[config.mk]
export PLATFORM = sky130hd
export DESIGN_NAME = phase_clk_div
export DESIGN_NICKNAME = d
export VERILOG_FILES = /design/src/rtl/pdiv_pkg.sv /design/src/rtl/pdiv_cfg_hold.sv /design/src/rtl/pdiv_seq.sv /design/src/rtl/pdiv_out.sv /design/src/rtl/phase_clk_div.sv
export SDC_FILE = /design/constraint.sdc
export NUM_CORES = 1
export LEC_CHECK = 0
export ABC_AREA = 1
export BUFFER_PORTS_ARGS = -buffer_cell sky130_fd_sc_hd__clkbuf_2
export CAP_MARGIN = 15
export CORE_ASPECT_RATIO = 1.1
export CORE_MARGIN = 3
export CORE_UTILIZATION = 35
export DETAILED_ROUTE_END_ITERATION = 6
export GPL_TIMING_DRIVEN = 0
export PLACE_DENSITY = 0.64
export SETUP_SLACK_MARGIN = 0.05
export SYNTH_ARGS = -nofsm -noshare
export SYNTH_HDL_FRONTEND = slang
export SYNTH_SLANG_ARGS = --single-unit
[constraint.sdc]
create_clock -name clk -period 1.3 [get_ports clk]
set_input_delay 0.13 -clock clk [delete_from_list [all_inputs] [get_ports clk]]
set_output_delay 0.13 -clock clk [all_outputs]
set_load 0.02 [all_outputs]
[src/rtl/pdiv_pkg.sv]
package pdiv_pkg;
   typedef enum logic [1:0] {
      ST_IDLE = 2'd0,
      ST_WAIT = 2'd1,
      ST_RUN  = 2'd2
   } pdiv_state_e;
endpackage

[src/rtl/pdiv_cfg_hold.sv]
module pdiv_cfg_hold #(
   parameter int CNT_W = 4
) (
   input  logic             clk,
   input  logic             rst_n,
   input  logic             sync_i,
   input  logic [CNT_W-1:0] hi_cnt_i,
   input  logic [CNT_W-1:0] lo_cnt_i,
   input  logic             bypass_i,
   output logic [CNT_W-1:0] hi_s,
   output logic [CNT_W-1:0] lo_s,
   output logic             byp_s
);
   // Shadow copies follow the inputs only while sync is asserted.
   always_ff @(posedge clk or negedge rst_n) begin
      if (!rst_n) begin
         hi_s  <= '0;
         lo_s  <= '0;
         byp_s <= 1'b0;
      end else if (sync_i) begin
         hi_s  <= hi_cnt_i;
         lo_s  <= lo_cnt_i;
         byp_s <= bypass_i;
      end
   end

   // without sync the captured ratio and bypass cannot move
   p_shadow_frozen_r7: assert property (@(posedge clk) disable iff (!rst_n)
      !sync_i |=> ($stable(hi_s) && $stable(lo_s) && $stable(byp_s)));
endmodule

[src/rtl/pdiv_seq.sv]
module pdiv_seq
   import pdiv_pkg::*;
#(
   parameter int CNT_W   = 4,
   parameter int PHASE_W = 4
) (
   input  logic               clk,
   input  logic               rst_n,
   input  logic               sync_i,
   input  logic [PHASE_W-1:0] phase_i,
   input  logic               start_hi_i,
   input  logic [CNT_W-1:0]   hi_s,
   input  logic [CNT_W-1:0]   lo_s,
   output logic               out_q
);
   localparam int DLY_W = PHASE_W + 1;
   localparam int CW    = (DLY_W > CNT_W) ? DLY_W : CNT_W;

   pdiv_state_e   st;
   logic [CW-1:0] cnt;
   logic [CW-1:0] reload;

   // Length of the interval about to begin, minus one.
   always_comb begin
      if (out_q) reload = CW'(lo_s);
      else       reload = CW'(hi_s);
   end

   always_ff @(posedge clk or negedge rst_n) begin
      if (!rst_n) begin
         st    <= ST_IDLE;
         cnt   <= '0;
         out_q <= 1'b0;
      end else if (sync_i) begin
         st    <= ST_WAIT;
         cnt   <= CW'({start_hi_i, phase_i});
         out_q <= start_hi_i;
      end else begin
         case (st)
            ST_WAIT, ST_RUN: begin
               if (cnt == '0) begin
                  out_q <= ~out_q;
                  cnt   <= reload;
                  st    <= ST_RUN;
               end else begin
                  cnt <= cnt - 1'b1;
               end
            end
            default: begin
               st <= st;
            end
         endcase
      end
   end

   // no activity before the first sync
   p_idle_quiet_r1: assert property (@(posedge clk) disable iff (!rst_n)
      (st == ST_IDLE && !sync_i) |=> (out_q == $past(out_q)));
   // sync parks the output at the start level
   p_sync_level_r2: assert property (@(posedge clk) disable iff (!rst_n)
      sync_i |=> (out_q == $past(start_hi_i)));
   // no edge while the delay is still counting
   p_wait_hold_r4: assert property (@(posedge clk) disable iff (!rst_n)
      (st == ST_WAIT && !sync_i && cnt != '0) |=> (out_q == $past(out_q)));
   // the delay ends in an edge
   p_first_edge_r3: assert property (@(posedge clk) disable iff (!rst_n)
      (st == ST_WAIT && !sync_i && cnt == '0) |=> (out_q != $past(out_q)));
   // interval ends toggle the output
   p_run_toggle_r5: assert property (@(posedge clk) disable iff (!rst_n)
      (st == ST_RUN && !sync_i && cnt == '0) |=> (out_q != $past(out_q)));
endmodule

[src/rtl/pdiv_out.sv]
module pdiv_out (
   input  logic clk,
   input  logic byp_s,
   input  logic out_q,
   output logic div_o
);
   // Divide-by-one passes the fast clock; otherwise the registered level.
   always_comb begin
      if (byp_s) div_o = clk;
      else       div_o = out_q;
   end
endmodule

[src/rtl/phase_clk_div.sv]
module phase_clk_div #(
   parameter int CNT_W   = 4,
   parameter int PHASE_W = 4
) (
   input  logic               clk,
   input  logic               rst_n,
   input  logic               sync_i,
   input  logic [CNT_W-1:0]   hi_cnt_i,
   input  logic [CNT_W-1:0]   lo_cnt_i,
   input  logic [PHASE_W-1:0] phase_i,
   input  logic               start_hi_i,
   input  logic               bypass_i,
   output logic               div_o
);
   localparam int MAX_RATIO  = 2 * (1 << CNT_W);
   localparam int MAX_STATES = 1 << (PHASE_W + 1);

   generate
      if (CNT_W < 1 || CNT_W > 12) begin : g_bad_cnt_w
         $error("phase_clk_div: CNT_W out of range");
      end
      if (PHASE_W < 1 || PHASE_W > 12) begin : g_bad_phase_w
         $error("phase_clk_div: PHASE_W out of range");
      end
      if (MAX_RATIO < 4 || MAX_STATES < 4) begin : g_bad_derived
         $error("phase_clk_div: derived sizes too small");
      end
   endgenerate

   logic [CNT_W-1:0] hi_s;
   logic [CNT_W-1:0] lo_s;
   logic             byp_s;
   logic             out_q;

   pdiv_cfg_hold #(.CNT_W(CNT_W)) u_cfg (
      .clk      (clk),
      .rst_n    (rst_n),
      .sync_i   (sync_i),
      .hi_cnt_i (hi_cnt_i),
      .lo_cnt_i (lo_cnt_i),
      .bypass_i (bypass_i),
      .hi_s     (hi_s),
      .lo_s     (lo_s),
      .byp_s    (byp_s)
   );

   pdiv_seq #(.CNT_W(CNT_W), .PHASE_W(PHASE_W)) u_seq (
      .clk        (clk),
      .rst_n      (rst_n),
      .sync_i     (sync_i),
      .phase_i    (phase_i),
      .start_hi_i (start_hi_i),
      .hi_s       (hi_s),
      .lo_s       (lo_s),
      .out_q      (out_q)
   );

   pdiv_out u_out (
      .clk   (clk),
      .byp_s (byp_s),
      .out_q (out_q),
      .div_o (div_o)
   );
endmodule

; ---- Word level (Yosys, flattened, before mapping)
; Index checks and enable logic that the tools add are counted.
[op_classes]
n_addsub = 1
n_mul = 0
n_div = 0
magnitude_cmp = 0
n_eq_ne = 2
n_shift = 0
muxes = 11
bitwise_logic = 1
reduce_logical = 5
[op_table]
columns = op, count
row1 = $mux W5, 3
row2 = $mux W2, 3
row3 = $logic_not A5 Y1, 1
row4 = $sub A5 B1 Y5 const B, 1
row5 = $mux W1, 4
row6 = $mux W4, 1
row7 = $reduce_bool A2 Y1, 2
row8 = $eq A2 B1 Y1 const B, 1
row9 = $eq A2 B2 Y1 const B, 1
row10 = $reduce_and A2 Y1, 1
row11 = $reduce_or A2 Y1, 1
row12 = $not A1 Y1, 1
[totals]
reg_bits = 17
latch_bits = 0
ramBits = 0
rom_bits = 0
in_bits = 17
out_inout_bits = 1
wordCells = 26
mem_count = 0

; ---- Longest topological paths before layout
; Gate-level depths: netlist (run 1).
[depth]
depth_word = 4
depth_mapped = 8
mapped_depth_nobuf = 8

; ---- By module
; Synthesis (run 1) repeated with hierarchy kept, for this count alone.
[hier_totals]
hier_cells = 126
area_unflattened_um2 = 900.9
[modules_own_cells]
columns = module, instances, cells_per_inst, area_each_um2, seq_area_each_um2
row1 = pdiv_seq, 1, 84, 544.3, 200.2
row2 = pdiv_cfg_hold, 1, 38, 341.6, 225.2
row3 = pdiv_out, 1, 4, 15.0, 0.0

==> impl_metrics.env, run 1 <==
export IMPL_status="finished clean"
export IMPL_synth_area_sq_um=922
export IMPL_die_height_um=59.8
export IMPL_wl_um=2220
export IMPL_yosysWarningCount=0
export IMPL_drv_cap=0
export IMPL_fin_nets=186
export IMPL_grt_pass1_wl_um=3440
export IMPL_route_detailed_drc=0
export IMPL_yosysUniqueCellTypes=16
export IMPL_cpMostUsedCell="buf_6"
export IMPL_ant_nets=0
export IMPL_die_area_sq_um=3290
export IMPL_first_pass_iters=4
export IMPL_p_per_area_nw_per_um2=1480
export IMPL_fin_crit_sh_pct=98.6
export IMPL_intPower_mw=1.25
export IMPL_setup_tns_ps=0
export IMPL_p_clk_share_pct=25.6
export IMPL_vias=883
export IMPL_comb_power_share_pct=38.6
export IMPL_wl_per_cell_um=11.2
export IMPL_min_period_ps=1280
export IMPL_worstSetupStartpointType="flop"
export IMPL_gp_congestion=0.750
export IMPL_antennaDiodeCount=0
export IMPL_drt_iter0_drc=17
export IMPL_crit_buf_inv=3
export IMPL_max_stage_delay_ps=360
export IMPL_worstPathRequired_ps=1170
export IMPL_synth_seq_area_share_pct=46.1
export IMPL_tightest_slew_ps=430
export IMPL_io_pins=18
export IMPL_skew_ps=9.75
export IMPL_crit_family="flip-flops"
export IMPL_core_sq_um=2360
export IMPL_seqPwrFrac_pct=35.8
export IMPL_slew_violations=0
export IMPL_io_buffers=16
export IMPL_power_mw=2.00
export IMPL_crit_chain="buf_6 > inv_4 > o21ai_2 > buf_6"
export IMPL_grt_pass1_vias=812
export IMPL_final_cells=197
export IMPL_max_freq_mhz=780
export IMPL_synth_nets=142
export IMPL_place_ws_ps=-20.5
export IMPL_ir_worst_vdd_uv=919
export IMPL_grt_max_degree=18
export IMPL_fill_cells=250
export IMPL_crit_type="flop to output port"
export IMPL_multi_input_area_sq_um=459
export IMPL_rsz0062_at_grt="true"
export IMPL_groute_usage_overall_pct=15.4
export IMPL_rows=18
export IMPL_final_common_cell="nand2_1"
export IMPL_p_switching_mw=0.756
export IMPL_place_inst=170
export IMPL_cp_max_fo=3
export IMPL_netlist_instances=124
export IMPL_antenna_found_initial=0
export IMPL_vias_per_cell=4.48
export IMPL_start_util_pct=39.0
export IMPL_leakage_nw=0.709
export IMPL_switching_share_pct=37.7
export IMPL_syn2layout_area_growth_pct=46.3
export IMPL_hp_class="input port to flop"
export IMPL_maxSlewHeadroom_pct=71.4
export IMPL_cts_tree="built"
export IMPL_setup_viol=0
export IMPL_crit_path_end_kind="output port"
export IMPL_layout_common_cells="nand2_1, dfrtp_1, dlygate4sd3_1, clkbuf_2, inv_1"
export IMPL_critPathArrivalTime_ps=1150
export IMPL_dp_hpwl_um=1380
export IMPL_syn_area_per_cell_sq_um=7.44
export IMPL_clk_pin_slew_worst_paths_ps=110
export IMPL_die_w_um=54.9
export IMPL_setup_ws_ps=17.9
export IMPL_ys_ff_latch=17
export IMPL_grt_ovfl_total=0
export IMPL_area_sequential_sq_um=425
export IMPL_clk_latency_ps=420
export IMPL_layout_drive_gt1_share_pct=31.7
export IMPL_hold_viol=0
export IMPL_critPathSlowestCell="dfrtp_1"
## per-layer routing
layer,vias to the layer above,global-route usage (%),share of wire (%)
met5,-,0,0
li1,470,-,-
met2,18,24.5,51
met4,0,9.03,2.3
met3,6,6.73,4.8
met1,389,16.7,42
## stage by stage
stage                     hold WS, ps  instance area (sq um)  util, %
final                            39.0                   1350     57.0
after CTS                        9.13                   1260     53.3
after global routing             43.9                   1350     57.0
after global placement           90.3                   1040     44.0
after detailed placement         97.7                   1040     44.0
after floorplan                  -166                    922        -
## power by group through the flow
stage | clock network [mW] | registers [mW] | logic, mW
floorplan | 0.0350 | 0.699 | 0.406
global placement | 0.0487 | 0.713 | 0.499
detailed placement | 0.0487 | 0.716 | 0.516
CTS | 0.510 | 0.711 | 0.619
global route | 0.579 | 0.729 | 0.870
finish | 0.513 | 0.716 | 0.774
## worst register-to-register path, delay by kind of cell, from the launching register on
kind | cells | cell delay, ps
adder cells (fa/ha/maj) | 1 | 170
flip-flops | 1 | 410
AND/OR/NAND/NOR | 5 | 370
buffers and inverters | 2 | 220
## kinds of logic (layout without fill, tap and decap cells)
logic type,after synthesis,in the layout,share of synthesized area (%)
compound gates,17,17,10.4
xor+xnor,1,1,0.950
fa+ha+maj,1,1,1.36
buf+inv,21,64,9.63
flops,17,17,46.1
simple gates,67,67,31.5
## state kept, by name (all words and copies together), names as in the netlist
signal,count
u_seq.cnt,5
u_cfg.hi_s,4
u_cfg.lo_s,4
u_seq.st,2
u_cfg.byp_s,1
u_seq.out_q,1
## final cells by class
class                   count  area share, %
inverters                  17           5.10
flip-flops and latches     17           31.5
plain buffers               4           2.32
clock buffers               7           4.17
multi-input cells          86           34.0
well taps                  30           2.78
clock inverters             1          0.557
repair buffers             35           19.5
## final timing paths
check / from / endpoint / slack [ps] / cells after the start
max: u_seq.out_q / div_o / 20 / 4
min: phase_i[1] / u_seq.cnt[1] / 40 / 5
max reg2reg: u_seq.cnt[0] / u_seq.cnt[3] / 80 / 8
min reg2reg: u_cfg.hi_s[3] / u_cfg.hi_s[3] / 480 / 2
max in group asynchronous: rst_n / u_seq.cnt[2] / 830 / 2
min in group asynchronous: rst_n / u_cfg.hi_s[1] / 170 / 2
## synth_stat cells, drive strengths merged
| cell type | count | area, sq um |
|---|---|---|
| nand2 | 56 | 210 |
| dfrtp | 17 | 425 |
| inv | 17 | 63.8 |
| o21ai | 15 | 75.1 |
| nand3 | 7 | 47.6 |
| buf | 4 | 25.0 |
| nor2 | 3 | 26.3 |
| a21oi | 2 | 21.3 |
| ha | 1 | 12.5 |
| nand4 | 1 | 6.26 |
| xor2 | 1 | 8.76 |
## what timing repair did
action	CTS	global route
pin swaps	0	6
endpoints found under the setup margin	11	11
hold buffers	14	1
setup buffers	1	4
resized for setup	8	21
endpoints found under the hold margin	28	1
(Power assumes the default switching activity.)
==> run 2, diff against run 1 <==
- clock period: 1.3 -> 1.26 ns (I/O delays scaled with it)
==> run 2 against run 1 <==
  * Critical endpoint unchanged
  * Wire length increased by 2.5%
  * Sequential power increased by 3.5%
  * The flow now finishes with violations (negative setup slack)
  * Sequential cell count unchanged
  * Final cell count decreased by 1.0%
  * Via count increased by 0.57%
==> impl_metrics.env, run 2 (synthesis gave the netlist of run 1 again) <==
export IMPL_p_switching_mw=0.789
export IMPL_die_w_um=54.9
export IMPL_rows=18
export IMPL_grt_pass1_wl_um=3460
export IMPL_grt_max_degree=18
export IMPL_grt_pass1_vias=813
export IMPL_leakage_nw=0.700
export IMPL_drt_iter0_drc=11
export IMPL_skew_ps=7.83
export IMPL_die_area_sq_um=3290
export IMPL_fin_crit_sh_pct=101
export IMPL_clk_pin_slew_worst_paths_ps=110
export IMPL_antenna_found_initial=0
export IMPL_first_pass_iters=4
export IMPL_layout_common_cells="nand2_1, dfrtp_1, clkbuf_2, dlygate4sd3_1, inv_1"
export IMPL_ir_worst_vdd_uv=924
export IMPL_rsz0062_at_grt="true"
export IMPL_comb_power_share_pct=38.5
export IMPL_drv_cap=0
export IMPL_setup_ws_ps=-14.9
export IMPL_grt_busiest_layer="met2"
export IMPL_crit_type="flop to output port"
export IMPL_maxSlewHeadroom_pct=70.6
export IMPL_worstPathRequired_ps=1130
export IMPL_slew_violations=0
export IMPL_grt_util_met3_pct=6.73
export IMPL_tightest_slew_ps=440
export IMPL_largest_reg_flops=5
export IMPL_fin_nets=184
export IMPL_p_clk_share_pct=25.6
export IMPL_vias_per_cell=4.55
export IMPL_vias=888
export IMPL_syn2layout_area_growth_pct=45.0
export IMPL_fin_util_pct=56.6
export IMPL_clk_latency_ps=410
export IMPL_ant_nets=0
export IMPL_min_period_ps=1270
export IMPL_gp_congestion=0.750
export IMPL_antennaDiodeCount=0
export IMPL_crit_path_end_kind="output port"
export IMPL_largestRegisters="u_seq.cnt: 5 flops, u_cfg.hi_s: 4 flops, u_cfg.lo_s: 4 flops"
export IMPL_status="finished, violations left"
export IMPL_intPower_mw=1.28
export IMPL_layout_drive_gt1_share_pct=33.9
export IMPL_die_height_um=59.8
export IMPL_top_register="u_seq.cnt"
export IMPL_cp_max_fo=3
export IMPL_route_detailed_drc=0
export IMPL_final_common_cell="nand2_1"
export IMPL_p_per_area_nw_per_um2=1540
export IMPL_use_met2_pct=25.0
export IMPL_max_freq_mhz=784
export IMPL_critPathArrivalTime_ps=1150
export IMPL_wl_per_cell_um=11.6
export IMPL_start_util_pct=39.0
export IMPL_wl_um=2270
export IMPL_hp_class="input port to flop"
export IMPL_groute_usage_overall_pct=15.6
export IMPL_cts_tree="built"
export IMPL_core_sq_um=2360
export IMPL_switching_share_pct=38.2
export IMPL_fill_cells=253
export IMPL_violations="negative setup slack"
export IMPL_dp_hpwl_um=1380
export IMPL_seqPwrFrac_pct=35.9
export IMPL_final_cells=195
export IMPL_io_pins=18
export IMPL_grt_ovfl_total=0
export IMPL_worstSetupStartpointType="flop"
export IMPL_use_met1_pct=16.7
export IMPL_place_inst=170
export IMPL_io_buffers=16
export IMPL_hold_viol=0
export IMPL_setup_viol=2
==> run 2: worst paths after layout <==
check,startpoint,end,slack (ps),depth (start not counted)
max in group asynchronous,rst_n,u_seq.cnt[2],780,2
hold / removal,sync_i,u_cfg.hi_s[0],7,2
setup / recovery,u_seq.out_q,div_o,-10,4
min in group asynchronous,rst_n,u_cfg.hi_s[1],170,2
hold reg to reg,u_cfg.hi_s[3],u_cfg.hi_s[3],480,2
setup reg to reg,u_seq.cnt[0],u_seq.cnt[3],60,8
==> run 2: per-stage QoR <==
stage	setup TNS, ps	cell area, sq um	hold slack [ps]	setup WS, ps	power, mW
2_1_floorplan	0	922	-170	68.4	1.18
3_3_place_gp	-94.2	1040	86.3	-31.1	1.30
3_5_place_dp	-288	1040	93.7	-60.5	1.32
4_1_cts	-78.2	1270	5.13	-78.2	1.92
5_1_grt	-104	1340	13.1	-87.7	2.25
6_report	-14.9	1340	6.72	-14.9	2.06
==> run 2: routing by layer <==
| layer | vias to the layer above | wire length, um |
|---|---|---|
| met1 | 395 | 942 |
| li1 | 467 | - |
| met4 | 0 | 44 |
| met3 | 6 | 113 |
| met2 | 20 | 1170 |
| met5 | - | 0 |
==> run 2: cell type report <==
| type | count | area, sq um | share of cell area (%) |
|---|---|---|---|
| plain buffers | 4 | 31.3 | 2.34 |
| clock buffers | 7 | 56.3 | 4.21 |
| clock inverters | 1 | 7.51 | 0.561 |
| inverters | 17 | 68.8 | 5.15 |
| multi-input cells | 86 | 465 | 34.8 |
| flip-flops and latches | 17 | 425 | 31.8 |
| well taps | 30 | 37.5 | 2.81 |
| repair buffers | 33 | 245 | 18.3 |
==> run 2: power groups by stage <==
stage	Clock, mW	Combinational [mW]	Sequential (mW)
4_1_cts	0.526	0.656	0.734
3_3_place_gp	0.0503	0.515	0.735
2_1_floorplan	0.0362	0.419	0.721
6_report	0.529	0.795	0.741
3_5_place_dp	0.0503	0.532	0.739
5_1_grt	0.596	0.898	0.754
==> run 2: repair_timing <==
item,in CTS,in global routing
gates resized for setup,8,25
hold endpoints to repair,28,1
buffers inserted,2,2
hold buffers,14,1
setup endpoints to repair,11,13
pin swaps,0,6
==> run 2: critical path: stages (launching register included) <==
cell and delay, ps:
dfrtp_1 360, buf_6 100, inv_4 30, o21ai_2 110, buf_6 130
==> run 3, diff against run 2 <==
==> constraint.sdc (replaced) <==
create_clock -name clk -period 1.26 [get_ports clk]
set_input_delay 0.063 -clock clk [delete_from_list [all_inputs] [get_ports clk]]
set_output_delay 0.063 -clock clk [all_outputs]
set_load 0.02 [all_outputs]
==> run 3 against run 2 <==
  * The flow now finishes without violations
  * Clock skew grew 1.3 ps
  * Combinational power decreased by 2%
  * Register-to-register slack about the same
  * Utilization up 1.1 points
  * First-iteration DRC count is 27% higher
  * Count of clock-buffer cells in the layout stayed put
  * Sequential power hardly changed
==> impl_metrics.env, run 3 (synthesis gave the netlist of run 1 again) <==
export IMPL_grt_pass1_vias=831
export IMPL_hold_viol=0
export IMPL_worstPathRequired_ps=1200
export IMPL_place_inst=170
export IMPL_rsz0062_at_grt="true"
export IMPL_io_pins=18
export IMPL_die_area_sq_um=3290
export IMPL_wl_per_cell_um=11.3
export IMPL_io_buffers=16
export IMPL_grt_ovfl_total=0
export IMPL_max_freq_mhz=826
export IMPL_clk_pin_slew_worst_paths_ps=110
export IMPL_hp_class="input port to flop"
export IMPL_route_detailed_drc=0
export IMPL_grt_max_degree=18
export IMPL_ir_worst_vdd_uv=905
export IMPL_slew_violations=0
export IMPL_grt_pass1_wl_um=3510
export IMPL_core_sq_um=2360
export IMPL_first_pass_iters=4
export IMPL_power_mw=2.05
export IMPL_antenna_found_initial=0
export IMPL_fin_nets=188
export IMPL_crit_chain="buf_6 > inv_4 > o21ai_2 > buf_6"
export IMPL_groute_usage_overall_pct=15.8
export IMPL_die_height_um=59.8
export IMPL_cts_tree="built"
export IMPL_status="finished clean"
export IMPL_final_cells=199
export IMPL_drt_iter0_drc=14
export IMPL_gp_congestion=0.750
export IMPL_drv_cap=0
export IMPL_dp_hpwl_um=1380
export IMPL_min_period_ps=1210
export IMPL_critPathSlowestCell="dfrtp_1"
export IMPL_largestRegisters="u_seq.cnt: 5 flops, u_cfg.hi_s: 4 flops, u_cfg.lo_s: 4 flops"
export IMPL_crit_type="flop to output port"
export IMPL_start_util_pct=39.0
export IMPL_setup_viol=0
export IMPL_cpMostUsedCell="buf_6"
export IMPL_p_per_area_nw_per_um2=1500
export IMPL_tightest_slew_ps=431
export IMPL_ant_nets=0
export IMPL_top_register="u_seq.cnt"
export IMPL_clk_latency_ps=410
export IMPL_largest_reg_flops=5
export IMPL_worstSetupStartpointType="flop"
export IMPL_wl_um=2260
export IMPL_syn2layout_area_growth_pct=47.9
export IMPL_timing_hold_ws_ps=22.0
export IMPL_reg2regPathDepth=7
export IMPL_hold_depth=4
export IMPL_fin_crit_sh_pct=96.0
export IMPL_rows=18
export IMPL_die_w_um=54.9
export IMPL_max_stage_delay_ps=360
export IMPL_maxSlewHeadroom_pct=71.3
export IMPL_layout_common_cells="nand2_1, dlygate4sd3_1, dfrtp_1, clkbuf_2, inv_1"
export IMPL_layout_drive_gt1_share_pct=29.6
export IMPL_cp_max_fo=3
export IMPL_leakage_nw=0.713
export IMPL_antennaDiodeCount=0
export IMPL_final_common_cell="nand2_1"
export IMPL_vias_per_cell=4.57
export IMPL_crit_path_end_kind="output port"
export IMPL_skew_ps=9.09
export IMPL_critPathArrivalTime_ps=1150
export IMPL_vias=910
export IMPL_fin_util_pct=57.7
==> run 3: cell types whose count changed in the layout (fill, tap and decap cells not counted) <==
cell,previous run,this run
o21ai_1,4,5
o21ai_2,2,1
nand2_1,49,53
inv_1,10,11
inv_2,5,4
nand2_2,7,3
dlygate4sd3_1,14,18
==> run 3: final timing paths <==
path / from / to / slack [ps]
setup / recovery: u_seq.out_q / div_o / 50
hold / removal: sync_i / u_seq.cnt[1] / 20
setup reg to reg: u_seq.cnt[1] / u_seq.cnt[3] / 70
hold reg to reg: u_cfg.hi_s[3] / u_cfg.hi_s[3] / 480
max in group asynchronous: rst_n / u_seq.cnt[2] / 850
min in group asynchronous: rst_n / u_cfg.hi_s[1] / 110
==> run 3: power by group <==
group	total [mW]	leakage (nW)	switching (mW)	internal (mW)
registers	0.739	0.204	0.0902	0.649
logic	0.780	0.471	0.422	0.358
clock network	0.527	0.0385	0.259	0.268
total	2.05	0.713	0.772	1.28
==> run 3: layout make-up <==
type | instances | area [sq um]
clock buffers | 7 | 56.3
flip-flops and latches | 17 | 425
multi-input cells | 86 | 452
clock inverters | 1 | 7.51
well taps | 30 | 37.5
inverters | 17 | 68.8
repair buffers | 37 | 285
fillers | 245 | 1000
plain buffers | 4 | 31.3
==> run 3: worst max-delay path: cells and delay by family, from the launching register on <==
| family | cells | cell delay (ps) |
|---|---|---|
| compound gates | 1 | 110 |
| buf+inv | 3 | 260 |
| flops | 1 | 360 |
==> run 3: what timing repair did <==
item                                    in CTS  in global routing
endpoints found under the hold margin       32                  1
resized for setup                            8                 19
gates cloned                                 0                  0
endpoints found under the setup margin      10                 13
pin swaps                                    0                  5
hold buffers                                18                  1
setup buffers                                2                  2
==> run 3: metal layers <==
layer	global-route usage [%]	share of wire (%)	vias to the layer above
met3	6.73	5.4	3
met1	16.7	41	410
met5	0	0	-
met2	25.7	52	23
met4	9.03	1.6	0
li1	-	-	474
==> run 3: through the flow <==
step,area [sq um],setup slack (ps),TNS (ps)
2_1_floorplan,922,68.4,0
3_3_place_gp,1040,-31.1,-94.2
3_5_place_dp,1040,-60.5,-288
4_1_cts,1310,-15.2,-15.2
5_1_grt,1360,-24.5,-24.5
6_report,1360,49.8,0
